$ cat config.mk
export PLATFORM = sky130hd
export DESIGN_NAME = bridge_adc_emu
export DESIGN_NICKNAME = d
export VERILOG_FILES = /design/src/rtl/bae_pkg.sv /design/src/rtl/bae_sck_sync.sv /design/src/rtl/bae_timer.sv /design/src/rtl/bae_frame.sv /design/src/rtl/bridge_adc_emu.sv
export SDC_FILE = /design/constraint.sdc
export NUM_CORES = 1
export LEC_CHECK = 0
export ABC_CLOCK_PERIOD_IN_PS = 2500
export BUFFER_PORTS_ARGS = -buffer_cell sky130_fd_sc_hd__buf_2
export CELL_PAD_IN_SITES_DETAIL_PLACEMENT = 0
export CELL_PAD_IN_SITES_GLOBAL_PLACEMENT = 1
export CORE_UTILIZATION = 45
export DETAILED_ROUTE_END_ITERATION = 12
export GPL_TIMING_DRIVEN = 0
export PLACE_DENSITY_LB_ADDON = 0.1
export SETUP_SLACK_MARGIN = 0.1
export SYNTH_ARGS = -nofsm -noshare
export SYNTH_HDL_FRONTEND = slang
export SYNTH_SLANG_ARGS = --single-unit
$ cat constraint.sdc
create_clock -name clk -period 2.5 [get_ports clk]
set_clock_uncertainty 0.05 [all_clocks]
set_input_delay 0.125 -clock clk [delete_from_list [all_inputs] [get_ports clk]]
set_output_delay 0.125 -clock clk [all_outputs]
set_load 0.02 [all_outputs]
$ cat src/rtl/bae_pkg.sv
`timescale 1ns/1ps
package bae_pkg;

    localparam int WORD_W     = 24;
    localparam int FRAME_MIN  = WORD_W + 1;
    localparam int PCNT_W     = 5;
    localparam int PCNT_MAX   = (1 << PCNT_W) - 1;

    typedef enum logic [1:0] {
        SEL_A128 = 2'd0,
        SEL_B32  = 2'd1,
        SEL_A64  = 2'd2
    } sel_e;

    typedef struct packed {
        logic              valid;
        logic [WORD_W-1:0] data;
    } word_t;

    function automatic sel_e count_to_sel(input logic [PCNT_W-1:0] n);
        if (n == PCNT_W'(FRAME_MIN))
            return SEL_A128;
        else if (n == PCNT_W'(FRAME_MIN + 1))
            return SEL_B32;
        else
            return SEL_A64;
    endfunction

endpackage

$ cat src/rtl/bae_sck_sync.sv
`timescale 1ns/1ps
module bae_sck_sync #(
    parameter int STAGES = 2
) (
    input  logic clk,
    input  logic rst,
    input  logic sck_async,
    output logic sck_lvl,
    output logic sck_rise
);
    logic [STAGES:0] chain_q;

    always_ff @(posedge clk) begin
        if (rst)
            chain_q <= '0;
        else
            chain_q <= {chain_q[STAGES-1:0], sck_async};
    end

    assign sck_lvl  = chain_q[STAGES-1];
    assign sck_rise = chain_q[STAGES-1] & ~chain_q[STAGES];

    // a rising edge is a single-cycle event
    assert_rise_single_R3: assert property (@(posedge clk) disable iff (rst)
        sck_rise |=> !sck_rise);

endmodule

$ cat src/rtl/bae_timer.sv
`timescale 1ns/1ps
module bae_timer #(
    parameter int IDLE_CLKS = 64,
    parameter int PDN_CLKS  = 256
) (
    input  logic clk,
    input  logic rst,
    input  logic sck_lvl,
    output logic idle_hit,
    output logic pd_active,
    output logic pd_enter,
    output logic pd_exit
);
    localparam int LW = $clog2(IDLE_CLKS + 1);
    localparam int HW = $clog2(PDN_CLKS + 1);

    logic [LW-1:0] low_cnt_q;
    logic [HW-1:0] high_cnt_q;
    logic          pd_q;

    always_ff @(posedge clk) begin
        if (rst) begin
            low_cnt_q  <= '0;
            high_cnt_q <= '0;
            pd_q       <= 1'b0;
        end else begin
            if (sck_lvl)
                low_cnt_q <= '0;
            else if (low_cnt_q != LW'(IDLE_CLKS))
                low_cnt_q <= low_cnt_q + 1'b1;

            if (!sck_lvl)
                high_cnt_q <= '0;
            else if (high_cnt_q != HW'(PDN_CLKS))
                high_cnt_q <= high_cnt_q + 1'b1;

            if (pd_enter)
                pd_q <= 1'b1;
            else if (pd_exit)
                pd_q <= 1'b0;
        end
    end

    assign idle_hit  = !sck_lvl && (low_cnt_q == LW'(IDLE_CLKS - 1));
    assign pd_enter  = sck_lvl && !pd_q && (high_cnt_q == HW'(PDN_CLKS - 1));
    assign pd_exit   = pd_q && !sck_lvl;
    assign pd_active = pd_q;

    assert_pd_leave_R9: assert property (@(posedge clk) disable iff (rst)
        pd_exit |=> !pd_active);

    assert_pd_needs_high_R9: assert property (@(posedge clk) disable iff (rst)
        $rose(pd_active) |-> $past(sck_lvl));

endmodule

$ cat src/rtl/bae_frame.sv
`timescale 1ns/1ps
module bae_frame
    import bae_pkg::*;
(
    input  logic              clk,
    input  logic              rst,
    input  logic              sck_rise,
    input  logic              idle_hit,
    input  logic              pd_active,
    input  logic              pd_enter,
    input  logic              pd_exit,
    input  logic              load,
    input  logic [WORD_W-1:0] load_data,
    output logic              dout,
    output sel_e              sel
);
    word_t             cur_q;
    word_t             held_q;
    logic [PCNT_W-1:0] pcnt_q;
    logic              dout_q;
    sel_e              sel_q;
    logic              in_frame;

    assign in_frame = (pcnt_q != '0);

    always_ff @(posedge clk) begin
        if (rst) begin
            cur_q  <= '0;
            held_q <= '0;
            pcnt_q <= '0;
            dout_q <= 1'b1;
            sel_q  <= SEL_A128;
        end else if (pd_enter) begin
            cur_q  <= '0;
            held_q <= '0;
            pcnt_q <= '0;
            dout_q <= 1'b1;
        end else if (pd_active) begin
            if (pd_exit)
                sel_q <= SEL_A128;
        end else if (sck_rise) begin
            if (load)
                held_q <= '{valid: 1'b1, data: load_data};
            if (pcnt_q != PCNT_W'(PCNT_MAX))
                pcnt_q <= pcnt_q + 1'b1;
            if ((pcnt_q < PCNT_W'(WORD_W)) && cur_q.valid) begin
                dout_q     <= cur_q.data[WORD_W-1];
                cur_q.data <= {cur_q.data[WORD_W-2:0], 1'b0};
            end else begin
                dout_q <= 1'b1;
            end
        end else if (idle_hit && in_frame) begin
            if (pcnt_q >= PCNT_W'(FRAME_MIN))
                sel_q <= count_to_sel(pcnt_q);
            pcnt_q <= '0;
            if (load) begin
                cur_q  <= '{valid: 1'b1, data: load_data};
                held_q <= '0;
                dout_q <= 1'b0;
            end else if (held_q.valid) begin
                cur_q  <= held_q;
                held_q <= '0;
                dout_q <= 1'b0;
            end else begin
                cur_q.valid <= 1'b0;
                dout_q      <= 1'b1;
            end
        end else if (load) begin
            if (in_frame) begin
                held_q <= '{valid: 1'b1, data: load_data};
            end else begin
                cur_q  <= '{valid: 1'b1, data: load_data};
                dout_q <= 1'b0;
            end
        end
    end

    assign dout = dout_q;
    assign sel  = sel_q;

    assert_load_ready_R2: assert property (@(posedge clk) disable iff (rst)
        (load && !pd_active && !pd_enter && !sck_rise && !in_frame) |=> !dout);

    assert_tail_high_R4: assert property (@(posedge clk) disable iff (rst)
        (sck_rise && !pd_active && (pcnt_q >= PCNT_W'(WORD_W))) |=> dout);

    assert_sel_only_at_end_R6: assert property (@(posedge clk) disable iff (rst)
        (sel_q != $past(sel_q)) |-> $past(idle_hit || pd_exit));

    assert_hold_mid_frame_R8: assert property (@(posedge clk) disable iff (rst)
        (load && in_frame && !pd_active && !pd_enter && !idle_hit) |=> held_q.valid);

    assert_pd_line_high_R9: assert property (@(posedge clk) disable iff (rst)
        pd_active |-> dout);

endmodule

$ cat src/rtl/bridge_adc_emu.sv
`timescale 1ns/1ps
module bridge_adc_emu #(
    parameter int SYNC_STAGES = 2,
    parameter int IDLE_CLKS   = 64,
    parameter int PDN_CLKS    = 256
) (
    input  logic        clk,
    input  logic        rst,
    input  logic        sck_in,
    input  logic        load,
    input  logic [23:0] load_data,
    output logic        data_out,
    output logic [1:0]  sel_code
);
    import bae_pkg::*;

    logic sck_lvl;
    logic sck_rise;
    logic idle_hit;
    logic pd_active;
    logic pd_enter;
    logic pd_exit;
    sel_e sel;

    bae_sck_sync #(.STAGES(SYNC_STAGES)) u_sync (
        .clk       (clk),
        .rst       (rst),
        .sck_async (sck_in),
        .sck_lvl   (sck_lvl),
        .sck_rise  (sck_rise)
    );

    bae_timer #(.IDLE_CLKS(IDLE_CLKS), .PDN_CLKS(PDN_CLKS)) u_timer (
        .clk       (clk),
        .rst       (rst),
        .sck_lvl   (sck_lvl),
        .idle_hit  (idle_hit),
        .pd_active (pd_active),
        .pd_enter  (pd_enter),
        .pd_exit   (pd_exit)
    );

    bae_frame u_frame (
        .clk       (clk),
        .rst       (rst),
        .sck_rise  (sck_rise),
        .idle_hit  (idle_hit),
        .pd_active (pd_active),
        .pd_enter  (pd_enter),
        .pd_exit   (pd_exit),
        .load      (load),
        .load_data (load_data),
        .dout      (data_out),
        .sel       (sel)
    );

    assign sel_code = sel;

endmodule

==> results.toml <==
[placement]
gp_congestion = 0.797
dpl.cell_count = 533
post-dp-hpwl_um = 5880
io_buffers = 29

[pwr]
power_frac_seq_pct = 48.1
power.leakage_nw = 1.74
p_comb_share_pct = 10.9
power_density_mw_per_mm2 = 600
p_int_w = 0.00208
clockPowerShare_pct = 41.0
switching_share_pct = 23.9
vdd_ir_drop_max_uv = 359
switchingPower_w = 0.000653

[grt]
grt_usage_pct = 22.8
grt_max_degree = 14
antenna_found_initial = 0
grt_pass1_wl_um = 15000
overflow = 0
grt_pass1_vias = 3088

[timing]
tightest_slew_ns = 0.569
post-route-period-util_pct = 92.2
maxSlewHeadroom_pct = 62.1
rsz0062_at_grt = "true"
finalMaxSlewViolations = 0
fin_setup_tns_ns = 0
min_period_ns = 2.31
setup_viol = 0
fmax_mhz = 434
hold_viol = 0

[drt]
drc = 0
avgViaCountPerCell = 5.49
wire_per_inst_um = 15.3
met3WireLength_um = 339
dr.max_layer_used = "met4"
ant_nets = 0
routed_wl_um = 8970
vias = 3209
drt-initial-drc-count = 153
drtPass1Iterations = 4
met2_length_um = 3960
met1_length_um = 4520

[cts]
clk_path_buf_depth = 2
cts_tree = "yes"
clk_pin_slew_ns = 0.08
clk_latency_ns = 0.36
cts_root_buf = "clkbuf_8"
h-tree-depth = 3
cts_sinks = 78
cts-buffers-inserted = 9

[layout]
diodes = 0
layoutNonFillerInstCount = 585
finalNetCount = 516
mostFrequentLayoutCells = "74 x dfxtp_1, 31 x nand3_1, 31 x o21ai_0, 31 x nor2_1, 31 x buf_2"
drive_above_1_share_pct = 19.3
final_common_cell = "dfxtp_1"
syn2layout_area_growth_pct = 28.2

[floorplanning]
die_w_um = 90.9
die_area_sq_mm = 0.00826
core_area_sq_mm = 0.00769
ios = 31
start_util_pct = 46.2
rows = 32
die_y_um = 90.9

[synth]
postSynthCellCount = 402
yosysSeqAreaShare_pct = 43.9
synth.distinct_cells = 43
synth_area_leader_cell = "dfxtp_1"
yosys-top-cells-area = "dfxtp_1 44%, a22o_1 5.9%, o221ai_1 5.7%"
syn-num-nets = 440
synth.cell_area_sq_mm = 0.00355
synth-seq-cells = 78
yosysWarnings = 0
avgSynthCellArea_sq_um = 8.84
synth_top_area_share_pct = 43.9

[worst_setup_path]
start_kind = "register"
required_ns = 2.75
crit_path_end_kind = "register"
worstSetupPathType = "register to register"
crit_fanout = 6
cp.arrival_ns = 2.55

[status]
status = "finished clean"

[run]
maxCapViolCount = 0

[min_path]
hold_path.class = "input pin to register"
layer usage:
metal | track usage, % | vias up
li1 | - | 1628
met1 | 31.6 | 1513
met2 | 35.0 | 57
met3 | 4.55 | 11
met4 | 8.73 | 0
met5 | 0 | -
registers in the layout, indices dropped and copies added, names as in the netlist:
signal,cells
u_frame.cur_q,25
u_frame.held_q,25
u_timer.high_cnt_q,9
u_timer.low_cnt_q,7
u_frame.pcnt_q,5
u_sync.chain_q,3
u_frame.sel,2
u_frame.dout,1
u_timer.pd_active,1
path summary, 6_finish.rpt:
| kind | startpoint | end | slack, ns | cells past startpoint |
|---|---|---|---|---|
| hold / removal | load | u_frame.held_q[24] | 0.17 | 5 |
| setup / recovery | u_frame.pcnt_q[0] | u_frame.held_q[10] | 0.19 | 10 |
| hold reg to reg | u_sync.chain_q[0] | u_sync.chain_q[1] | 0.39 | 1 |
| setup reg to reg | u_frame.pcnt_q[0] | u_frame.held_q[10] | 0.19 | 10 |
critical path: stages (launching register included):
cell	delay [ns]
dfxtp_4	0.37
inv_1	0.08
ha_1	0.14
or4b_4	0.46
buf_6	0.15
o21ai_4	0.17
nor2_2	0.08
a311oi_4	0.28
buf_6	0.19
buf_6	0.13
a22o_1	0.14
power groups by stage:
stage	Sequential (W)	Clock, W	Combinational [W]
floorplan	0.00134	0	0.000160
global placement	0.00134	0	0.000232
detailed placement	0.00134	0	0.000235
CTS	0.00131	0.00115	0.000279
global route	0.00132	0.00119	0.000329
finish	0.00131	0.00112	0.000298
synth_stat cells (all sizes together):
master and instances:
nand3 31, clkbuf 21, a311oi 2, nand2b 4, nor3 9, nand4 3
o32ai 1, and4 2, buf 10, nor4b 1, o221ai 23, mux2i 5
nand2 13, o21bai 1, a21boi 1, xnor2 7, nor2b 4, xor2 7
and2 2, o2bb2ai 2, or4b 2, o21a 1, o21ai 54, nor4 3
o211ai 1, a21bo 1, a22o 24, ha 10, and3 4, dfxtp 78
a31oi 2, inv 11, a211oi 1, nor2 33, a21oi 28
metrics by stage:
step | instance area (sq um) | setup slack (ns) | hold slack [ns] | total power (W) | util, %
after floorplan | 3550 | 0.226 | 0.200 | 0.00150 | -
after global placement | 3830 | -0.241 | 0.299 | 0.00157 | 49.8
after detailed placement | 3830 | -0.237 | 0.304 | 0.00158 | 49.8
after CTS | 4420 | 0.101 | 0.184 | 0.00274 | 57.5
after global routing | 4560 | 0.0767 | 0.216 | 0.00284 | 59.3
final | 4560 | 0.194 | 0.173 | 0.00273 | 59.3
timing repair:
action | 4_1_cts | 5_1_grt
setup endpoints to repair | 49 | 49
buffers inserted | 6 | 3
pin swaps | 2 | 6
cloned | 1 | 1
hold endpoints to repair | 25 | 0
resized for setup | 19 | 32
hold buffers | 25 | 0
cells by family after synthesis:
family	synth area share, %
flip-flops	43.9
XOR/XNOR	3.45
AND/OR/NAND/NOR	15.5
adder cells (fa/ha/maj)	3.52
buffers and inverters	5.49
AO/OA/AOI/OAI	26.7
multiplexers	1.41
cell type report:
cell class              instances  area, sq um
plain buffers                  31          199
clock buffers                  12          165
inverters                      11         41.3
clock inverters                 4         76.3
multi-input cells             282         1870
flip-flops and latches         78         1570
well taps                     102          128
repair buffers                 65          503
fillers                       724         3130
No activity file was read; power rests on OpenSTA's default activity.
